`config.mk`:
```
export PLATFORM = sky130hd
export DESIGN_NAME = ring_sc_counter
export DESIGN_NICKNAME = d
export VERILOG_FILES = /design/src/rtl/ring_sc_pkg.sv /design/src/rtl/ring_sc_feedback.sv /design/src/rtl/ring_sc_shift_reg.sv /design/src/rtl/ring_sc_counter.sv
export SDC_FILE = /design/constraint.sdc
export NUM_CORES = 1
export LEC_CHECK = 0
export ABC_AREA = 1
export CORE_AREA = 2 2 39 41
export CTS_BUF_LIST = sky130_fd_sc_hd__clkbuf_4
export DETAILED_ROUTE_END_ITERATION = 10
export DIE_AREA = 0 0 41 43
export SLEW_MARGIN = 10
export SYNTH_ARGS = -nofsm -noshare
export SYNTH_HDL_FRONTEND = slang
export SYNTH_SLANG_ARGS = --single-unit
```
`constraint.sdc`:
```
create_clock -name clk -period 1.34 [get_ports clk]
set_input_delay 0.268 -clock clk [delete_from_list [all_inputs] [get_ports clk]]
set_output_delay 0.268 -clock clk [all_outputs]
set_load 0.02 [all_outputs]
```
`src/rtl/ring_sc_pkg.sv`:
```
// Package: shared helpers for the self-correcting ring counter.
// Assumes counter widths of at most MAX_WIDTH bits.
package ring_sc_pkg;
    localparam int MAX_WIDTH = 64;

    // Returns 1 when exactly one bit of the zero-extended vector is set.
    function automatic logic is_one_hot(input logic [MAX_WIDTH-1:0] v);
        int ones;
        ones = 0;
        for (int i = 0; i < MAX_WIDTH; i++) begin
            ones += int'(v[i]);
        end
        return (ones == 1);
    endfunction
endpackage

```
`src/rtl/ring_sc_feedback.sv`:
```
// Module: serial-input generator for the ring counter.
// Drives a 1 only when every bit that will stay in the register
// (all bits above bit 0) is clear. Assumes WIDTH >= 2.
module ring_sc_feedback #(
    parameter int WIDTH = 4
) (
    input  logic [WIDTH-2:0] upper_bits,
    output logic             ser_bit
);
    // Wide NOR over the retained bits.
    always_comb begin
        ser_bit = ~|upper_bits;
    end
endmodule

```
`src/rtl/ring_sc_shift_reg.sv`:
```
// Module: state register with a shift toward bit 0.
// The serial bit enters at the top. Assumes WIDTH >= 2 and that
// ser_bit is valid in every cycle. Reset is synchronous, active low.
module ring_sc_shift_reg #(
    parameter int               WIDTH   = 4,
    parameter logic [WIDTH-1:0] RST_VAL = WIDTH'(1)
) (
    input  logic             clk,
    input  logic             rst_n,
    input  logic             en,
    input  logic             ser_bit,
    output logic [WIDTH-1:0] q
);
    logic [WIDTH-1:0] nxt;

    // Per-bit next-state selection: top bit from the feedback, others from the bit above.
    for (genvar i = 0; i < WIDTH; i++) begin : g_bit
        if (i == WIDTH - 1) begin : g_top
            assign nxt[i] = ser_bit;
        end else begin : g_mid
            assign nxt[i] = q[i+1];
        end
    end

    // State update: reset wins, then the enable gates the shift.
    always_ff @(posedge clk) begin
        if (!rst_n) begin
            q <= RST_VAL;
        end else if (en) begin
            q <= nxt;
        end
    end


    hold_when_idle_chk: assert property (@(posedge clk) disable iff (!rst_n)
        !en |=> $stable(q));


    shift_down_chk: assert property (@(posedge clk) disable iff (!rst_n)
        en |=> q[WIDTH-2:0] == $past(q[WIDTH-1:1]));
endmodule

```
`src/rtl/ring_sc_counter.sv`:
```
// Module: self-correcting one-hot ring counter (top).
// Produces a WIDTH-phase one-hot sequence that moves toward bit 0, and
// converges to it from any register contents. Assumes 2 <= WIDTH <= 64.
// Reset is synchronous, active low.
module ring_sc_counter #(
    parameter int               WIDTH         = 4,
    parameter logic [WIDTH-1:0] RESET_PATTERN = WIDTH'(1)
) (
    input  logic             clk,
    input  logic             rst_n,
    input  logic             en,
    output logic [WIDTH-1:0] phase
);
    import ring_sc_pkg::*;

    localparam int               RUN_W    = $clog2(WIDTH + 1);
    localparam logic [WIDTH-1:0] TOP_ONLY = {1'b1, {(WIDTH-1){1'b0}}};

    logic ser_bit;

    ring_sc_feedback #(.WIDTH(WIDTH)) u_fb (
        .upper_bits (phase[WIDTH-1:1]),
        .ser_bit    (ser_bit)
    );

    ring_sc_shift_reg #(.WIDTH(WIDTH), .RST_VAL(RESET_PATTERN)) u_reg (
        .clk     (clk),
        .rst_n   (rst_n),
        .en      (en),
        .ser_bit (ser_bit),
        .q       (phase)
    );

    // Checker state: enabled edges spent so far in an illegal pattern.
    logic [RUN_W-1:0] bad_run;
    always_ff @(posedge clk) begin
        if (!rst_n) begin
            bad_run <= '0;
        end else if (en) begin
            bad_run <= is_one_hot(MAX_WIDTH'(phase)) ? '0 : bad_run + 1'b1;
        end
    end


    legal_rotate_chk: assert property (@(posedge clk) disable iff (!rst_n)
        (en && is_one_hot(MAX_WIDTH'(phase)))
        |=> phase == {$past(phase[0]), $past(phase[WIDTH-1:1])});


    top_bit_rule_chk: assert property (@(posedge clk) disable iff (!rst_n)
        en |=> phase[WIDTH-1] == ($past(phase[WIDTH-1:1]) == '0));


    zero_recover_chk: assert property (@(posedge clk) disable iff (!rst_n)
        (en && phase == '0) |=> phase == TOP_ONLY);


    converge_bound_chk: assert property (@(posedge clk) disable iff (!rst_n)
        bad_run < RUN_W'(WIDTH));


    legal_stays_chk: assert property (@(posedge clk) disable iff (!rst_n)
        is_one_hot(MAX_WIDTH'(phase)) |=> is_one_hot(MAX_WIDTH'(phase)));
endmodule

```
# Word-level counts from Yosys, hierarchy flattened
# Cells that the tools add are included.
dict set report op_classes {
  reduce_logical 2
}
# operator count
set op_table {}
lappend op_table {{$reduce_or 3->1} 1}
lappend op_table {{$logic_not 1->1} 1}
dict set report totals {
  inputBits 3
  output_inout_bits 4
  reg_bits 4
  word_cells 3
}

# Longest topological paths before layout
# Gate-level depths: netlist (run 1).
dict set report depth {
  depth_word 2
  ltp_mapped 3
  depth_no_buf 3
}

# Hierarchy
# Synthesis (run 1) repeated with hierarchy kept, for this count alone.
dict set report hier_totals {
  hier_cells 28
  hier_area_um2 188.9
}
# module cells_each seq_area_each_um2 area_per_inst_um2 instances
set by_module_without_submodules {}
lappend by_module_without_submodules {ring_sc_shift_reg 24 80.1 171.4 1}
lappend by_module_without_submodules {ring_sc_feedback 4 0.0 17.5 1}

# Least setup slack after synthesis (run 1)
# OpenSTA, ideal clock, no wires.
dict set report synth_path {
  kind {reg-to-reg}
  startpoint {reg u_reg.q[2]}
  endpoint {reg u_reg.q[3]}
  arrival_ps 639
  period_less_slack_ps 756
  required_time_ps 1224
  setup_slack_ps 584
  n_path_buf 0
  path_stages_with_launch 4
  path_cell_list {dfxtp_1 inv_1 nand3_1 a21oi_1}
}
dict set report synth_between {
  elab_chain_cells 2
}
# item line
set synth_lines {}
lappend synth_lines {{start: declaration} ring_sc_shift_reg.sv:12} ;# output logic [WIDTH-1:0] q
lappend synth_lines {{start signal: assignment} ring_sc_shift_reg.sv:30} ;# q <= nxt;
lappend synth_lines {{$reduce_or 3->1} ring_sc_feedback.sv:12} ;# ser_bit = ~|upper_bits;
lappend synth_lines {{$logic_not 1->1} ring_sc_feedback.sv:12}
# Every way passes these cells.
# A chain may end at the register's enable or synchronous reset.

# Worst setup path after layout (run 1)
dict set report layout_path {
  startpoint {reg u_reg.q[2]}
  endpoint {out phase[2]}
}
# item line
set layout_lines {}
lappend layout_lines {{end: declaration} ring_sc_counter.sv:12} ;# output logic [WIDTH-1:0] phase
# No word-level cell between the ends.

==> flow_summary.ini, run 1 <==
[status]
status = complete, no violations

[setup_path]
cp_top_family = flip-flops
cp.required_ns = 1.07
crit_buf_inv = 1
worstPathArrival_ns = 0.91
ff2ff_setup_slack_ns = 0.71
r2r_cells = 3
startpoint_type = flip-flop
cp-startpoint = u_reg.q[2]
crit_slowest_cell = dfxtp_1
worstReg2RegEnd = u_reg.q[3]
end_kind = output pin
cp_max_fo = 3
crit_chain = dlygate4sd2_1
worstSetupPathType = flip-flop to output pin
r2r_start = u_reg.q[2]
slowest_delay_ns = 0.34

[floorplanning]
num_io_pins = 7
rows = 14
dieArea_um2 = 1760
core_um2 = 1380
start_util = 0.111
fp.dieW_um = 41
die_y_um = 43

[timing]
min_period_over_period = 0.881
finalSetupTns_ns = 0
skew_ns = 0.00256
slew_headroom = 0.859
drv_slew = 0
worst_pin_slew_ns = 0.213
finalSetupViolCount = 0
grt_setup_unrepaired = false
timing.final.crit_period_ns = 1.18
finalHoldViolations = 0
max_freq_ghz = 0.847

[min_path]
hold_end = u_reg.q[3]
hold_class = flip-flop to flip-flop
holdPathStages = 2
hold_start = u_reg.q[3]

[finish]
reg_top3 = u_reg.q: 4 flops
n_antenna_cell = 0
seq_area_um2 = 80.1
multi_input_area_um2 = 58.8
final_cell_area_um2 = 251
largest_reg_flops = 4
drive_above_1_share = 0.185
synthToLayoutAreaGrowth_pct = 63.4
final_nets = 32
n_fill_cell = 153
final-instance-count-excl-fill = 43
largest_register = u_reg.q

[logic_synthesis]
ys_seq_area_frac = 0.520
yosysTopAreaCellShare = 0.520
async_flop_share = 0
synthTopCellsByArea = dfxtp_1, inv_1, nand2_1, o211ai_2, a21boi_2
synth_compound_area_frac = 0.252
synth_edf_count = 0
synth-seq-cells = 4
syn_inst = 18
ys.flop_type = dfxtp_1
synth_top_family_by_area = compound AO/OA/AOI/OAI gates
synth_nets = 21
synthTopCellsByCount = dfxtp_1, inv_1, nand2_1, a21oi_1
synth_area_per_cell_um2 = 8.55
synthMuxAreaShare = 0
synth_fa_ha_area_frac = 0
syn_area_um2 = 154
synth_top_cell_by_area = dfxtp_1
synthDistinctLibCells = 8
synth-xor-area-share = 0
synthSimpleGateAreaFrac = 0.130
yosysWarnings = 0

[global_routing]
grt_max_degree = 6
antenna_found_initial = 0
gr-total-overflow = 0
grt_pass1_vias = 103
grt.total_usage = 0.0471
grt_pass1_wl_um = 400

[drt]
routed_wl_um = 301
drt-initial-drc-count = 3
routed_via_density = 3.30
final_antenna_net_count = 0
wire_per_inst_um = 7.00
num_vias = 142
route.detailed.drc = 0
drt_pre_antenna_iters = 2

[power_and_ir_drop]
vdd_ir_drop_max_v = 0.000499
power_switching_uw = 83.3
power_leakage_uw = 0.000114
seqPwrFrac = 0.400
sw_frac_of_total = 0.250
combinationalPowerShare = 0.140
power_density_nw_per_um2 = 1320
p_int_uw = 249
pwr-share-clk = 0.460

[clock_network]
h-tree-depth = 1
cts-root-buf = clkbuf_4
post-cts-setup-buffer-count = 0
clockBufferDepth = 2
cts_buffers = 3
clk_pin_slew_ns = 0.04
cts_sinks = 4
cts_tree = built
clk_latency_ns = 0.24

[place]
dp_hpwl_um = 228
routabilityCongestion = 0.524
dp_cells = 40
io_buffers = 6
placed_area_um2 = 234

[flow_run]
maxCapViolCount = 0
-- worst max path at each step --
stage                       endpoint  slack [ns]  cells after the start
final                       phase[2]        0.16                      1
after global routing        phase[1]        0.10                      1
after CTS                   phase[1]        0.15                      1
after detailed placement    phase[1]        0.13                      1
after global placement      phase[1]        0.13                      1
after floorplan           u_reg.q[3]        0.58                      3
-- power groups by stage --
stage	logic, µW	clock network, µW	registers (µW)
after floorplan	15.8	0	146
after global placement	53.3	0	135
after detailed placement	53.0	0	135
after CTS	47.3	158	133
after global routing	51.4	172	134
final	46.5	153	133
-- layout make-up --
cell class | count | share of cell area
timing repair buffer | 6 | 0.219
tap | 16 | 0.0796
clock buffer | 3 | 0.0896
inverter | 4 | 0.0597
multi-input combinational | 10 | 0.234
sequential | 4 | 0.318
-- through the flow --
step	utilization	power [µW]	hold slack [ns]	worst slack, ns
after floorplan	-	161	0.344	0.584
after global placement	0.169	189	0.455	0.132
after detailed placement	0.169	188	0.453	0.130
after CTS	0.182	339	0.458	0.150
after global routing	0.182	358	0.486	0.100
final	0.182	333	0.457	0.159
-- logic make-up (layout without fill, tap and decap cells) --
logic type      count (synthesis)  count (layout)
compound gates                  5               5
flops                           4               4
simple gates                    5               5
buf+inv                         4              13
-- layout by cell type (no fill, tap or decap) --
cell type        n
nand2_1          4
inv_1            4
clkdlybuf4s50_1  2
o211ai_2         1
dlygate4sd2_1    4
a21boi_2         1
clkbuf_4         3
o21ai_0          1
a21oi_1          2
dfxtp_1          4
nand3_1          1
-- timing repair --
| item | CTS | global route |
|---|---|---|
| setup endpoints to repair | 4 | 0 |
| resized for setup | 4 | 0 |
| hold buffers | 0 | 0 |
-- per-layer routing --
| metal | GRT usage | share of wire | vias to the layer above |
|---|---|---|---|
| met1 | 0.0385 | 0.42 | 56 |
| met5 | 0 | 0 | - |
| met2 | 0.0344 | 0.37 | 9 |
| met4 | 0.0400 | 0 | 0 |
| li1 | - | - | 77 |
| met3 | 0.0942 | 0.21 | 0 |
(Power assumes the default switching activity.)
==> run 2: changes to the inputs <==
--- a/config.mk
+++ b/config.mk
@@ -10,6 +10,8 @@
 export CTS_BUF_LIST = sky130_fd_sc_hd__clkbuf_4
 export DETAILED_ROUTE_END_ITERATION = 10
 export DIE_AREA = 0 0 41 43
+export MAX_ROUTING_LAYER = met4
+export PLACE_DENSITY = 0.41
 export SLEW_MARGIN = 10
 export SYNTH_ARGS = -nofsm -noshare
 export SYNTH_HDL_FRONTEND = slang
==> flow_summary.ini, run 2 (synthesized netlist as in run 1, its figures left out) <==
[min_path]
hold_class = flip-flop to flip-flop

[setup_path]
worstPathArrival_ns = 0.93
crit_slowest_cell = dfxtp_1
crit_chain = dlygate4sd2_1
worstSetupPathType = flip-flop to output pin
cp_top_family = flip-flops
cp_max_fo = 3
crit_buf_inv = 1
slowest_delay_ns = 0.35
startpoint_type = flip-flop
cp.required_ns = 1.07
end_kind = output pin

[global_routing]
gr-total-overflow = 0
grt_max_degree = 6
grt.total_usage = 0.0648
grt_pass1_vias = 136
antenna_found_initial = 0
grt_pass1_wl_um = 621

[place]
dp_hpwl_um = 256
routabilityCongestion = 0.644
io_buffers = 6

[floorplanning]
dieArea_um2 = 1760
die_y_um = 43
num_io_pins = 7
fp.dieW_um = 41
start_util = 0.111
core_um2 = 1380
rows = 14

[drt]
routed_via_density = 3.26
num_vias = 140
routed_wl_um = 334
route.detailed.drc = 0
final_antenna_net_count = 0
drt-initial-drc-count = 2
drt_pre_antenna_iters = 2
wire_per_inst_um = 7.77

[timing]
grt_setup_unrepaired = false
skew_ns = 0.00596
finalSetupViolCount = 0
finalHoldViolations = 0
max_freq_ghz = 0.835
min_period_over_period = 0.894
worst_pin_slew_ns = 0.209
drv_slew = 0
finalSetupTns_ns = 0
slew_headroom = 0.861
timing.final.crit_period_ns = 1.20

[clock_network]
cts-root-buf = clkbuf_4
clockBufferDepth = 2
cts_tree = built
cts_sinks = 4
h-tree-depth = 1
clk_pin_slew_ns = 0.04
clk_latency_ns = 0.23
post-cts-setup-buffer-count = 0
cts_buffers = 3

[finish]
largest_reg_flops = 4
n_antenna_cell = 0
final_nets = 32
drive_above_1_share = 0.185
multi_input_area_um2 = 58.8
reg_top3 = u_reg.q: 4 flops
n_fill_cell = 158
largest_register = u_reg.q
synthToLayoutAreaGrowth_pct = 63.4
seq_area_um2 = 80.1
final_cell_mix = inv_1, nand2_1, dlygate4sd2_1, dfxtp_1, clkbuf_4
fin_util = 0.182

[power_and_ir_drop]
finalPower_uw = 331
power_leakage_uw = 0.000114
power_density_nw_per_um2 = 1320
vdd_ir_drop_max_v = 0.000280

[flow_run]
maxCapViolCount = 0

[status]
status = complete, no violations
[run 2: cell counts in the layout (fill, tap and decap cells not counted)]
No cell type changed its count.
[run 2: through the flow]
stage	std cells	area [µm²]	hold WS, ns	worst slack (ns)
after global routing	43	251	0.483	0.0946
after global placement	40	234	0.457	0.126
after CTS	43	251	0.467	0.140
final	43	251	0.462	0.142
after floorplan	18	154	0.344	0.584
after detailed placement	40	234	0.462	0.124
[run 2: what timing repair did]
| item | 4_1_cts | 5_1_grt |
|---|---|---|
| hold buffers | 0 | 0 |
| endpoints found under the hold margin | 0 | 0 |
| gates resized for setup | 4 | 0 |
| setup endpoints to repair | 4 | 0 |
[run 2: worst min-delay path, cell delays in order (launching register included)]
cell      delay, ns
dfxtp_1        0.32
nand2_1        0.07
o211ai_2       0.05
[run 2: final timing paths]
path / start / to / slack (ns) / cells after the start
min reg2reg: u_reg.q[0] / u_reg.q[0] / 0.46 / 2
min: u_reg.q[0] / u_reg.q[0] / 0.46 / 2
max reg2reg: u_reg.q[1] / u_reg.q[3] / 0.68 / 3
max: u_reg.q[3] / phase[3] / 0.14 / 1
[run 2: power breakdown]
part / internal, µW / switching, µW
Sequential: 128 / 5.38
Combinational: 20.7 / 26.6
Clock: 100 / 49.6
Total: 249 / 81.6
[run 2: routing by layer]
| metal | GRT usage | vias to the layer above | share of wire |
|---|---|---|---|
| met1 | 0.0772 | 54 | 0.52 |
| met4 | 0.0800 | 0 | 0.018 |
| li1 | - | 77 | - |
| met3 | 0.0628 | 2 | 0.15 |
| met2 | 0.0469 | 7 | 0.31 |
| met5 | - | - | 0 |
[run 2: cell type report]
type | instances | area share
flip-flops and latches | 4 | 0.318
multi-input cells | 10 | 0.234
repair buffers | 6 | 0.219
clock buffers | 3 | 0.0896
well taps | 16 | 0.0796
inverters | 4 | 0.0597
==> run 3: changes to the inputs <==
==> constraint.sdc (replaced) <==
create_clock -name clk -period 1.34 [get_ports clk]
set_input_delay 0.335 -clock clk [delete_from_list [all_inputs] [get_ports clk]]
set_output_delay 0.335 -clock clk [all_outputs]
set_load 0.02 [all_outputs]
==> results of run 3 <==
Same layout as run 2 (identical final DEF). Status: complete, no violations.
Among the figures that moved: setup slack after placement 0.124 ns -> 0.0567 ns; setup slack after layout 0.142 ns -> 0.0754 ns
